`config.mk`:
```
export PLATFORM = sky130hd
export DESIGN_NAME = pc_sampler
export DESIGN_NICKNAME = d
export VERILOG_FILES = /design/src/rtl/pc_sampler_pkg.sv /design/src/rtl/pc_src_sel.sv /design/src/rtl/pc_hold_reg.sv /design/src/rtl/smp_rd_port.sv /design/src/rtl/pc_sampler.sv
export SDC_FILE = /design/constraint.sdc
export NUM_CORES = 1
export LEC_CHECK = 0
export BUFFER_PORTS_ARGS = -buffer_cell sky130_fd_sc_hd__buf_2
export CAP_MARGIN = 5
export CORE_MARGIN = 2
export CORE_UTILIZATION = 28
export CTS_CLUSTER_DIAMETER = 150
export CTS_CLUSTER_SIZE = 28
export DETAILED_ROUTE_END_ITERATION = 8
export GPL_ROUTABILITY_DRIVEN = 1
export PLACE_DENSITY = 0.6
export SLEW_MARGIN = 0
export SYNTH_ARGS = -nofsm -noshare
export SYNTH_HDL_FRONTEND = slang
export SYNTH_SLANG_ARGS = --single-unit
```
`constraint.sdc`:
```
create_clock -name clk_i -period 2.4 [get_ports clk_i]
set_clock_uncertainty 0.1 [all_clocks]
set_input_delay 0.72 -clock clk_i [delete_from_list [all_inputs] [get_ports clk_i]]
set_output_delay 0.72 -clock clk_i [all_outputs]
set_load 0.03 [all_outputs]
```
`src/rtl/pc_sampler_pkg.sv`:
```
package pc_sampler_pkg;
  typedef enum logic [1:0] {
    SRC_SEQ  = 2'd0,
    SRC_FALL = 2'd1,
    SRC_TGT  = 2'd2,
    SRC_VEC  = 2'd3
  } smp_src_e;
endpackage

```
`src/rtl/pc_src_sel.sv`:
```
module pc_src_sel
  import pc_sampler_pkg::*;
#(
  parameter int ADDR_W     = 32,
  parameter int INSN_BYTES = 4
) (
  input  logic              ret_branch_i,
  input  logic              br_taken_i,
  input  logic              ret_exc_i,
  input  logic [ADDR_W-1:0] ret_pc_i,
  input  logic [ADDR_W-1:0] br_target_i,
  input  logic [ADDR_W-1:0] exc_vector_i,
  output smp_src_e          src_o,
  output logic [ADDR_W-1:0] addr_o
);
  localparam logic [ADDR_W-1:0] STEP = ADDR_W'(INSN_BYTES);

  // exception outranks branch outranks sequential
  always_comb begin
    if (ret_exc_i)                       src_o = SRC_VEC;
    else if (ret_branch_i && br_taken_i) src_o = SRC_TGT;
    else if (ret_branch_i)               src_o = SRC_FALL;
    else                                 src_o = SRC_SEQ;
  end

  always_comb begin
    unique case (src_o)
      SRC_VEC:  addr_o = exc_vector_i;
      SRC_TGT:  addr_o = br_target_i;
      SRC_FALL: addr_o = ret_pc_i + STEP;
      default:  addr_o = ret_pc_i;
    endcase
  end
endmodule

```
`src/rtl/pc_hold_reg.sv`:
```
module pc_hold_reg #(
  parameter int ADDR_W = 32
) (
  input  logic              clk_i,
  input  logic              rst_ni,
  input  logic              upd_i,
  input  logic [ADDR_W-1:0] addr_i,
  output logic [ADDR_W-1:0] hold_o
);
  always_ff @(posedge clk_i or negedge rst_ni) begin
    if (!rst_ni)    hold_o <= '0;
    else if (upd_i) hold_o <= addr_i;
  end

  p_hold_idle_r6: assert property (@(posedge clk_i) disable iff (!rst_ni)
    !upd_i |=> $stable(hold_o));
  p_hold_load_r2: assert property (@(posedge clk_i) disable iff (!rst_ni)
    upd_i |=> hold_o == $past(addr_i));
endmodule

```
`src/rtl/smp_rd_port.sv`:
```
module smp_rd_port #(
  parameter int ADDR_W   = 32,
  parameter int CTX_W    = 32,
  parameter int IDX_W    = 6,
  parameter int PC_IDX   = 40,
  parameter int PC_ALIAS = 33,
  parameter int CTX_IDX  = 41
) (
  input  logic              clk_i,
  input  logic              rst_ni,
  input  logic              rd_en_i,
  input  logic              wr_en_i,
  input  logic [IDX_W-1:0]  reg_idx_i,
  input  logic [ADDR_W-1:0] wr_data_i,
  input  logic              permit_i,
  input  logic [ADDR_W-1:0] hold_i,
  input  logic [CTX_W-1:0]  ctx_id_i,
  output logic [ADDR_W-1:0] rd_data_o
);
  localparam logic [IDX_W-1:0] IDX_PC  = IDX_W'(PC_IDX);
  localparam logic [IDX_W-1:0] IDX_PCA = IDX_W'(PC_ALIAS);
  localparam logic [IDX_W-1:0] IDX_CTX = IDX_W'(CTX_IDX);

  logic             hit_pc, hit_ctx;
  logic [CTX_W-1:0] ctx_q;
  logic [ADDR_W-1:0] rd_next;

  assign hit_pc  = (reg_idx_i == IDX_PC) || (reg_idx_i == IDX_PCA);
  assign hit_ctx = (reg_idx_i == IDX_CTX);

  always_comb begin
    if (hit_pc)       rd_next = permit_i ? hold_i : '1;
    else if (hit_ctx) rd_next = ADDR_W'(ctx_q);
    else              rd_next = '0;
  end

  always_ff @(posedge clk_i or negedge rst_ni) begin
    if (!rst_ni)        rd_data_o <= '0;
    else if (rd_en_i)   rd_data_o <= rd_next;
  end

  // refused read leaves ctx_q as is (value is undefined by contract)
  always_ff @(posedge clk_i or negedge rst_ni) begin
    if (!rst_ni)                           ctx_q <= '0;
    else if (rd_en_i && hit_pc && permit_i) ctx_q <= ctx_id_i;
  end

  p_ctx_latch_r8: assert property (@(posedge clk_i) disable iff (!rst_ni)
    rd_en_i && hit_pc && permit_i |=> ctx_q == $past(ctx_id_i));
  p_all_ones_r9: assert property (@(posedge clk_i) disable iff (!rst_ni)
    rd_en_i && hit_pc && !permit_i |=> rd_data_o == '1);
  p_pc_read_r7: assert property (@(posedge clk_i) disable iff (!rst_ni)
    rd_en_i && hit_pc && permit_i |=> rd_data_o == $past(hold_i));
  p_ctx_quiet_r10: assert property (@(posedge clk_i) disable iff (!rst_ni)
    rd_en_i && hit_ctx |=> $stable(ctx_q));
  p_unimpl_zero_r11: assert property (@(posedge clk_i) disable iff (!rst_ni)
    rd_en_i && !hit_pc && !hit_ctx |=> rd_data_o == '0);
  p_wr_ignored_r12: assert property (@(posedge clk_i) disable iff (!rst_ni)
    wr_en_i && !rd_en_i && (wr_data_i != rd_data_o) |=> $stable(ctx_q) && $stable(rd_data_o));
endmodule

```
`src/rtl/pc_sampler.sv`:
```
module pc_sampler
  import pc_sampler_pkg::*;
#(
  parameter int ADDR_W     = 32,
  parameter int CTX_W      = 32,
  parameter int IDX_W      = 6,
  parameter int INSN_BYTES = 4,
  parameter int PC_IDX     = 40,
  parameter int PC_ALIAS   = 33,
  parameter int CTX_IDX    = 41
) (
  input  logic              clk_i,
  input  logic              rst_ni,
  input  logic              ret_valid_i,
  input  logic [ADDR_W-1:0] ret_pc_i,
  input  logic              ret_branch_i,
  input  logic              br_taken_i,
  input  logic [ADDR_W-1:0] br_target_i,
  input  logic              ret_exc_i,
  input  logic [ADDR_W-1:0] exc_vector_i,
  input  logic [CTX_W-1:0]  ctx_id_i,
  input  logic              nid_en_i,
  input  logic              mode_nid_ok_i,
  input  logic              debug_state_i,
  input  logic              rd_en_i,
  input  logic              wr_en_i,
  input  logic [IDX_W-1:0]  reg_idx_i,
  input  logic [ADDR_W-1:0] wr_data_i,
  output logic [ADDR_W-1:0] rd_data_o
);
  smp_src_e          src;
  logic [ADDR_W-1:0] sel_addr, hold;
  logic              permit;

  assign permit = nid_en_i && mode_nid_ok_i && !debug_state_i;

  pc_src_sel #(.ADDR_W(ADDR_W), .INSN_BYTES(INSN_BYTES)) u_sel (
    .ret_branch_i (ret_branch_i),
    .br_taken_i   (br_taken_i),
    .ret_exc_i    (ret_exc_i),
    .ret_pc_i     (ret_pc_i),
    .br_target_i  (br_target_i),
    .exc_vector_i (exc_vector_i),
    .src_o        (src),
    .addr_o       (sel_addr)
  );

  pc_hold_reg #(.ADDR_W(ADDR_W)) u_hold (
    .clk_i  (clk_i),
    .rst_ni (rst_ni),
    .upd_i  (ret_valid_i),
    .addr_i (sel_addr),
    .hold_o (hold)
  );

  smp_rd_port #(
    .ADDR_W(ADDR_W), .CTX_W(CTX_W), .IDX_W(IDX_W),
    .PC_IDX(PC_IDX), .PC_ALIAS(PC_ALIAS), .CTX_IDX(CTX_IDX)
  ) u_rd (
    .clk_i     (clk_i),
    .rst_ni    (rst_ni),
    .rd_en_i   (rd_en_i),
    .wr_en_i   (wr_en_i),
    .reg_idx_i (reg_idx_i),
    .wr_data_i (wr_data_i),
    .permit_i  (permit),
    .hold_i    (hold),
    .ctx_id_i  (ctx_id_i),
    .rd_data_o (rd_data_o)
  );

  p_exc_vec_r5: assert property (@(posedge clk_i) disable iff (!rst_ni)
    ret_valid_i && ret_exc_i |=> hold == $past(exc_vector_i));
  p_taken_tgt_r3: assert property (@(posedge clk_i) disable iff (!rst_ni)
    ret_valid_i && !ret_exc_i && ret_branch_i && br_taken_i |=> hold == $past(br_target_i));
  p_src_legal_r4: assert property (@(posedge clk_i) disable iff (!rst_ni)
    ret_branch_i && !br_taken_i && !ret_exc_i |-> src == SRC_FALL);
endmodule

```
Word-level counts from Yosys, hierarchy flattened

Cells that the tools add are included.

Bits in registers: 96
Latch bits: 0
Memory bits (writable): 0
Memory bits (read-only): 0
Input port bits: 177
Output and inout port bits: 32
Word-level logic and storage cells: 24
Memories kept: 0

$add $sub $neg: 1
$mul: 0
Divide/modulo/power cells: 0
$lt $le $gt $ge: 0
Equality and inequality tests: 6
Shift-type cells: 0
Muxes and demuxes: 7
Bitwise gates (word level): 0
Reduce and logical (&&, ||, !) cells: 7

Operator list:

| operator                | count |
|---|---|
| $mux W32                | 3 |
| $pmux W32 S3            | 1 |
| $add A32 B3 Y32 const B | 1 |
| $eq A6 B6 Y1 const B    | 3 |
| $logic_and A1 B1 Y1     | 5 |
| $eq A2 B2 Y1 const B    | 2 |
| $mux W2                 | 2 |
| $eq A2 B1 Y1 const B    | 1 |
| $logic_not A1 Y1        | 1 |
| $logic_or A1 B1 Y1      | 1 |
| $mux W1                 | 1 |

Longest topological paths before layout

Gate-level depths: netlist of the first run.

Depth after elaboration: 5
Mapped depth: 8
Mapped depth without buffers: 6

Hierarchy

Synthesis of the first run repeated with hierarchy kept, for this count alone.

Cells, all modules: 604
Area, all modules: 6363.6 µm²

Modules (own cells, without submodules):

| module      | instances | cells each | area each (µm²) | seq. area each (µm²) |
|---|---|---|---|---|
| smp_rd_port | 1         | 255        | 3294.4          | 1601.5 |
| pc_src_sel  | 1         | 280        | 1715.4          | 0.0 |
| pc_hold_reg | 1         | 68         | 1345.0          | 800.8 |
| pc_sampler  | 1         | 1          | 8.8             | 0.0 |

Worst setup path after synthesis of the first run

OpenSTA, ideal clock, no wires.

Path kind: input port to flip-flop
Start point: in reg_idx_i[1]
End point: reg u_rd.ctx_q[10]
Setup time: 0.125 ns
Arrival: 2.037 ns
Setup slack: 0.138 ns
Stages: 6
Cell sequence: nor4b_4 -> nand2_2 -> or3_1 -> buf_2 -> buf_6 -> mux2_4

Longest elaborated chain between the ends: 4
Elaborated cells on any way between the ends: 5

Ends and longest elaborated chain:

| element                               | line              | source |
|---|---|---|
| start: declaration                    | pc_sampler.sv:27  | `input logic [IDX_W-1:0] reg_idx_i,` |
| $eq A6 B6 Y1                          | smp_rd_port.sv:28 | `assign hit_pc = (reg_idx_i == IDX_PC) \|\| (reg_idx_i == IDX_PCA);` |
| $logic_or A1 B1 Y1 (*)                | smp_rd_port.sv:28 |  |
| $logic_and A1 B1 Y1 (*) (2 in series) | smp_rd_port.sv:45 | `else if (rd_en_i && hit_pc && permit_i) ctx_q <= ctx_id_i;` |
| end signal: assignment                | smp_rd_port.sv:45 |  |
| end: declaration                      | smp_rd_port.sv:25 | `logic [CTX_W-1:0] ctx_q;` |

Every way passes the cells marked *; elsewhere a longest branch is shown, timed or not.
A chain may end at the register's enable or synchronous reset.

Final worst setup path of the first run

Start point: in reg_idx_i[1]
End point: reg u_rd.ctx_q[21]

Same word-level chain as after synthesis.

==> results.md, run 1 <==
* Syn Inst Count at 636
* Initial antenna violation count at 0
* Ys async rst share at 100%
* Critical Path RT at 2.54 ns
* Starting Density at 28.5%
* 1st-iter DRT viols at 202
* Post-synth EDFFs at 0
* Pins Over Slew Limit at 0
* YS warnings at 0
* Design Power at 4.06 mW
* RD Place Congestion at 0.847
* TritonCTS Buffers at 9
* Largest cells by area after synthesis: dfrtp_1, a21oi_1, nor2_1
* Pre-Repair DR Iteration Count at 4
* Layout cell share with drive strength beyond 1 at 32.3%
* Worst Max-Slew Pin Slew at 0.652 ns
* Largest net degree at the start of global routing at 65
* Row count at 51
* Total global-route track usage at 16.6%
* PortBufs at 175
* DRT Wirelength at 17300 um
* RSZ-0062 raised after global routing: false
* Avg Cell Area, Syn at 8.73 um2
* Layout Nets at 987
* First-pass GRT wire length at 26700 um
* Max Fclk at 468 MHz
* Buffer depth of the longest clock path at 2
* Synth Register Bits at 96
* CP Buf/Inv Count at 2
* Clock root cell: clkbuf_16
* Setup repair bufs after CTS at 0
* Clk sinks at 96
* Syn_nets at 814
* CP max stage cell: or3_2
* Worst slack, placed at -0.122 ns
* Gr ovfl total at 0
* Fin area at 7200 um2
* DR WL/cell at 16.1 um
* Slack of the critical path at 0.264 ns
* Post-synth top flop: dfrtp_1
* Final setup vio count at 0
* Critical path cell sequence: buf_2 > nor4b_4 > nand2_2 > or3_2 > buf_4 > mux2_4
* Die ar. at 21000 um2
* Vias in the first global route at 4851
* Setup TNS at 0 ns
* Crit-path max cell delay at 0.52 ns
* Htree depth at 3
* Distinct cell type count after synthesis at 50
* Area growth syn-to-layout at 29.7%
* Crit-path max FO at 9
* Hold Slack at 0.139 ns
* Drc violations at 0
* Die H at 145 um
* Latest clock arrival within the worst-skew pair at 0.36 ns
* Final ANT Viol Nets at 0
* Placed Area at 6900 um2
* DR vias/cell at 4.69
* Clock-pin slew on the worst setup and hold paths at 0.07 ns
* Cell area after synthesis at 5550 um2
* ANT cells at 0
* Post-synth top cells: nor2_1, a21oi_1, dfrtp_1
* Relative slew slack at 56.5%
* Max_cap viols at 0
* Hold WC Path Type: in -> async
* Hold Violations, Final at 0
* Top cell type's share of synthesized area at 43.3%
* Cts hold-fix bufs at 0
* TritonCTS clock tree: built
* Sequential area share after synthesis at 43.3%
* P per Cell Area at 564 nW/um2
* Most common cell in the netlist: nor2_1
* Largest area contributor in the netlist: dfrtp_1
* Io pins at 209
* HPWL Detailed at 13100 um
* CORE AREA at 19500 um2
* Status: complete, no violations
* Vias at 5064
* Crit. End Element: register
* Pleak at 3.43 nW
* Tmin final at 2.14 ns
* Period Utilization, post-route at 89.0%
* Setup Crit Path Kind: in -> reg
* Kind of cell adding the most delay to the critical path: simple AND/OR/NAND/NOR gates
* Startpoint Class: input port
* CTS resizes at 0
* Max rail drop VDD at 0.000266 V
* Die W at 145 um
* Crit path DAT at 2.27 ns
[registers in the layout, indices dropped and copies added, names as in the netlist]
register / count
u_rd.rd_data_o: 32
u_hold.hold_o: 32
u_rd.ctx_q: 32
[metrics by stage]
stage | utilization, % | cells
after detailed placement | 35.4 | 1063
after global placement | 35.4 | 1063
final | 37.0 | 1079
after floorplan | - | 636
after global routing | 37.0 | 1079
after CTS | 37.0 | 1079
[power by group]
part | switching (mW) | leakage [nW] | internal, mW
logic | 0.435 | 2.08 | 0.321
clock network | 0.701 | 0.140 | 0.756
registers | 0.0946 | 1.21 | 1.75
total | 1.23 | 3.43 | 2.83
[per-layer routing]
metal,GRT usage (%),routed length [um]
met3,2.30,759
met5,0,0
met4,5.26,321
met1,26.0,9130
met2,23.1,7120
[area by class of cell]
class | instances | area (um2)
Fill cell | 2056 | 12300
Multi-Input combinational cell | 485 | 2910
Sequential cell | 96 | 2400
Timing Repair Buffer | 209 | 1220
Tap cell | 265 | 332
Clock buffer | 10 | 239
Clock inverter | 6 | 60.1
Inverter | 8 | 30.0
[cell usage in the layout (no fill, tap or decap), types with 4 or more instances in the layout]
cell and n:
buf_2 174, nor2_1 123, a21oi_1 100, dfrtp_1 96
nand2_1 38, mux2_4 30, buf_4 28, o21ai_1 26
nor2b_1 23, o21ai_0 20, o211ai_1 17, xor2_1 14
nand4_1 13, mux2i_1 9, nand3_1 9, clkbuf_16 9
inv_1 8, and3_1 7, buf_12 7, a31oi_1 6
and2_1 4, and4_1 4
[cell families (layout without fill, tap and decap cells)]
group                      Yosys count  after routing  share of synthesized area [%]
buffers and inverters               55            233                           4.24
xor gates and xnor gates            16             16                           2.52
and+or+nand+nor                    236            236                           20.1
DFF                                 96             96                           43.3
AOI/OAI and AO/OA                  189            189                           19.1
muxes                               43             43                           10.6
adders and majority gates            1              1                          0.225
[worst paths after layout]
| check | depth (start not counted) | start | slack (ns) | end |
|---|---|---|---|---|
| min in group clk_i | 1 | u_rd.ctx_q[0] | 0.40 | u_rd.ctx_q[0] |
| hold / removal | 1 | rst_ni | 0.14 | u_rd.rd_data_o[23] |
| setup / recovery | 6 | reg_idx_i[1] | 0.26 | u_rd.ctx_q[21] |
| setup reg to reg | 4 | u_hold.hold_o[19] | 1.29 | u_rd.rd_data_o[19] |
| max in group asynchronous | 2 | rst_ni | 1.49 | u_hold.hold_o[1] |
| hold reg to reg | 1 | u_rd.ctx_q[0] | 0.40 | u_rd.ctx_q[0] |
Power figures use the tool's default switching activity.
==> run 2, diff against run 1 <==
PLACE_DENSITY = unset   (was 0.6)
PLACE_DENSITY_LB_ADDON = 0.2   (was unset)
==> run 2 against run 1 <==
Net effect: sequential cell count unchanged; final cell count rose by 0.37%; setup slack gained 0.012 ns; critical path type unchanged; critical endpoint is now u_rd.ctx_q[31]; largest cell class unchanged; largest power group unchanged; highest routed layer unchanged.
==> results.md, run 2 (synthesis gave the netlist of run 1 again) <==
* Clock root cell: clkbuf_16
* CP Buf/Inv Count at 2
* Filler instances at 2047
* Die W at 145 um
* GR peak layer: met1
* Vias in the first global route at 4795
* Layout Nets at 991
* Worst slack, placed at -0.112 ns
* Critical path cell sequence: buf_2 > nor4b_4 > nand2_2 > or3_2 > buf_12 > mux2_1
* GR Util met1 at 25.6%
* Clock-pin slew on the worst setup and hold paths at 0.07 ns
* Critical Path RT at 2.53 ns
* Area growth syn-to-layout at 29.5%
* Hold WC Path Type: in -> async
* TritonCTS Buffers at 9
* Register area at 2400 um2
* Tmin final at 2.12 ns
* Max_cap viols at 0
* Slack of the critical path at 0.276 ns
* Crit-path max cell delay at 0.49 ns
* Fin area at 7190 um2
* Final ANT Viol Nets at 0
* Crit-path max FO at 32
* 1st-iter DRT viols at 268
* Most frequent cells in the layout: buf_2, nor2_1, a21oi_1
* Critical R2R Launch: u_hold.hold_o[19]
* PortBufs at 175
* Commonest non-fill, non-tap cell in the layout: buf_2
* Clk sinks at 96
* Cts hold-fix bufs at 0
* Kind of cell adding the most delay to the critical path: simple AND/OR/NAND/NOR gates
* Util after Layout at 36.9%
* Layout cell share with drive strength beyond 1 at 32.5%
* Die H at 145 um
* Status: complete, no violations
* Area of the multi-input gates at 2910 um2
* Max Fclk at 471 MHz
* Pre-Repair DR Iteration Count at 4
* Relative slew slack at 56.8%
* Gr ovfl total at 0
* Setup repair bufs after CTS at 0
* Placed Area at 6900 um2
* Crit path depth at 6
* Die ar. at 21000 um2
* HPWL Detailed at 12900 um
* Worst R2R End: u_rd.rd_data_o[19]
* Max rail drop VDD at 0.000251 V
* Startpoint Class: input port
* Worst Max-Slew Pin Slew at 0.648 ns
* CORE AREA at 19500 um2
* Largest net degree at the start of global routing at 97
* Met2 Resource Use GR at 24.6%
* Worst R2R Setup Slack at 1.30 ns
* Pleak at 3.44 nW
* Drc violations at 0
* Vias at 5112
* Hold Violations, Final at 0
* Met3 Usage GRT at 1.61%
* DRT Wirelength at 17400 um
* RD Place Congestion at 0.820
* RSZ-0062 raised after global routing: false
* Design Power at 3.99 mW
* Latest clock arrival within the worst-skew pair at 0.35 ns
* Pins Over Slew Limit at 0
* DR vias/cell at 4.72
* Starting Density at 28.5%
* Regs by FF count: u_hold.hold_o x32, u_rd.ctx_q x32, u_rd.rd_data_o x32
* Io pins at 209
* Final setup vio count at 0
* Worst r2r path cells at 4
* Htree depth at 3
* P per Cell Area at 555 nW/um2
* Total global-route track usage at 16.8%
* Initial antenna violation count at 0
* Buffer depth of the longest clock path at 2
* CP max stage cell: or3_2
* First-pass GRT wire length at 26900 um
* Crit path DAT at 2.25 ns
* DR WL/cell at 16.1 um
* Period Utilization, post-route at 88.5%
* CTS resizes at 0
* Crit. End Element: register
* Row count at 51
* Setup Crit Path Kind: in -> reg
* TritonCTS clock tree: built
* ANT cells at 0
[run 2: area by class of cell]
| cell class | count | share of cell area (%) |
|---|---|---|
| Multi-Input combinational cell | 485 | 40.6 |
| Inverter | 8 | 0.418 |
| Timing Repair Buffer | 213 | 17.1 |
| Sequential cell | 96 | 33.4 |
| Clock buffer | 10 | 3.19 |
| Clock inverter | 6 | 0.731 |
| Tap cell | 265 | 4.61 |
[run 2: stage by stage]
stage / instances / hold WS [ns] / setup TNS (ns)
2_1_floorplan: 636 / 0.324 / 0
3_3_place_gp: 1067 / 0.374 / -1.99
3_5_place_dp: 1067 / 0.381 / -3.03
4_1_cts: 1083 / 0.342 / 0
5_1_grt: 1083 / 0.368 / 0
6_report: 1083 / 0.321 / 0
[run 2: how the worst max path moves through the flow]
stage	from	end	slack, ns
6_report	reg_idx_i[1]	u_rd.ctx_q[31]	0.28
3_3_place_gp	reg_idx_i[1]	u_rd.ctx_q[31]	-0.07
3_5_place_dp	reg_idx_i[1]	u_rd.ctx_q[31]	-0.11
5_1_grt	ret_pc_i[2]	u_hold.hold_o[12]	0.22
4_1_cts	reg_idx_i[1]	u_rd.ctx_q[31]	0.27
2_1_floorplan	reg_idx_i[1]	u_rd.ctx_q[10]	0.14
[run 2: layer usage]
metal  routed length (um)  share of wire (%)
met2                 7670                 44
met4                  262                1.5
met5                    0                  0
met1                 8780                 50
met3                  732                4.2
[run 2: where the power goes]
part | switching (mW) | internal [mW]
combinational | 0.434 | 0.323
clock | 0.664 | 0.720
sequential | 0.0935 | 1.75
[run 2: worst reg2reg max path, cell delays in order, from the launching register on]
cell and delay, ns:
dfrtp_1 0.40, nor2_1 0.18, nor2_1 0.06, a21oi_1 0.14, a21oi_1 0.08
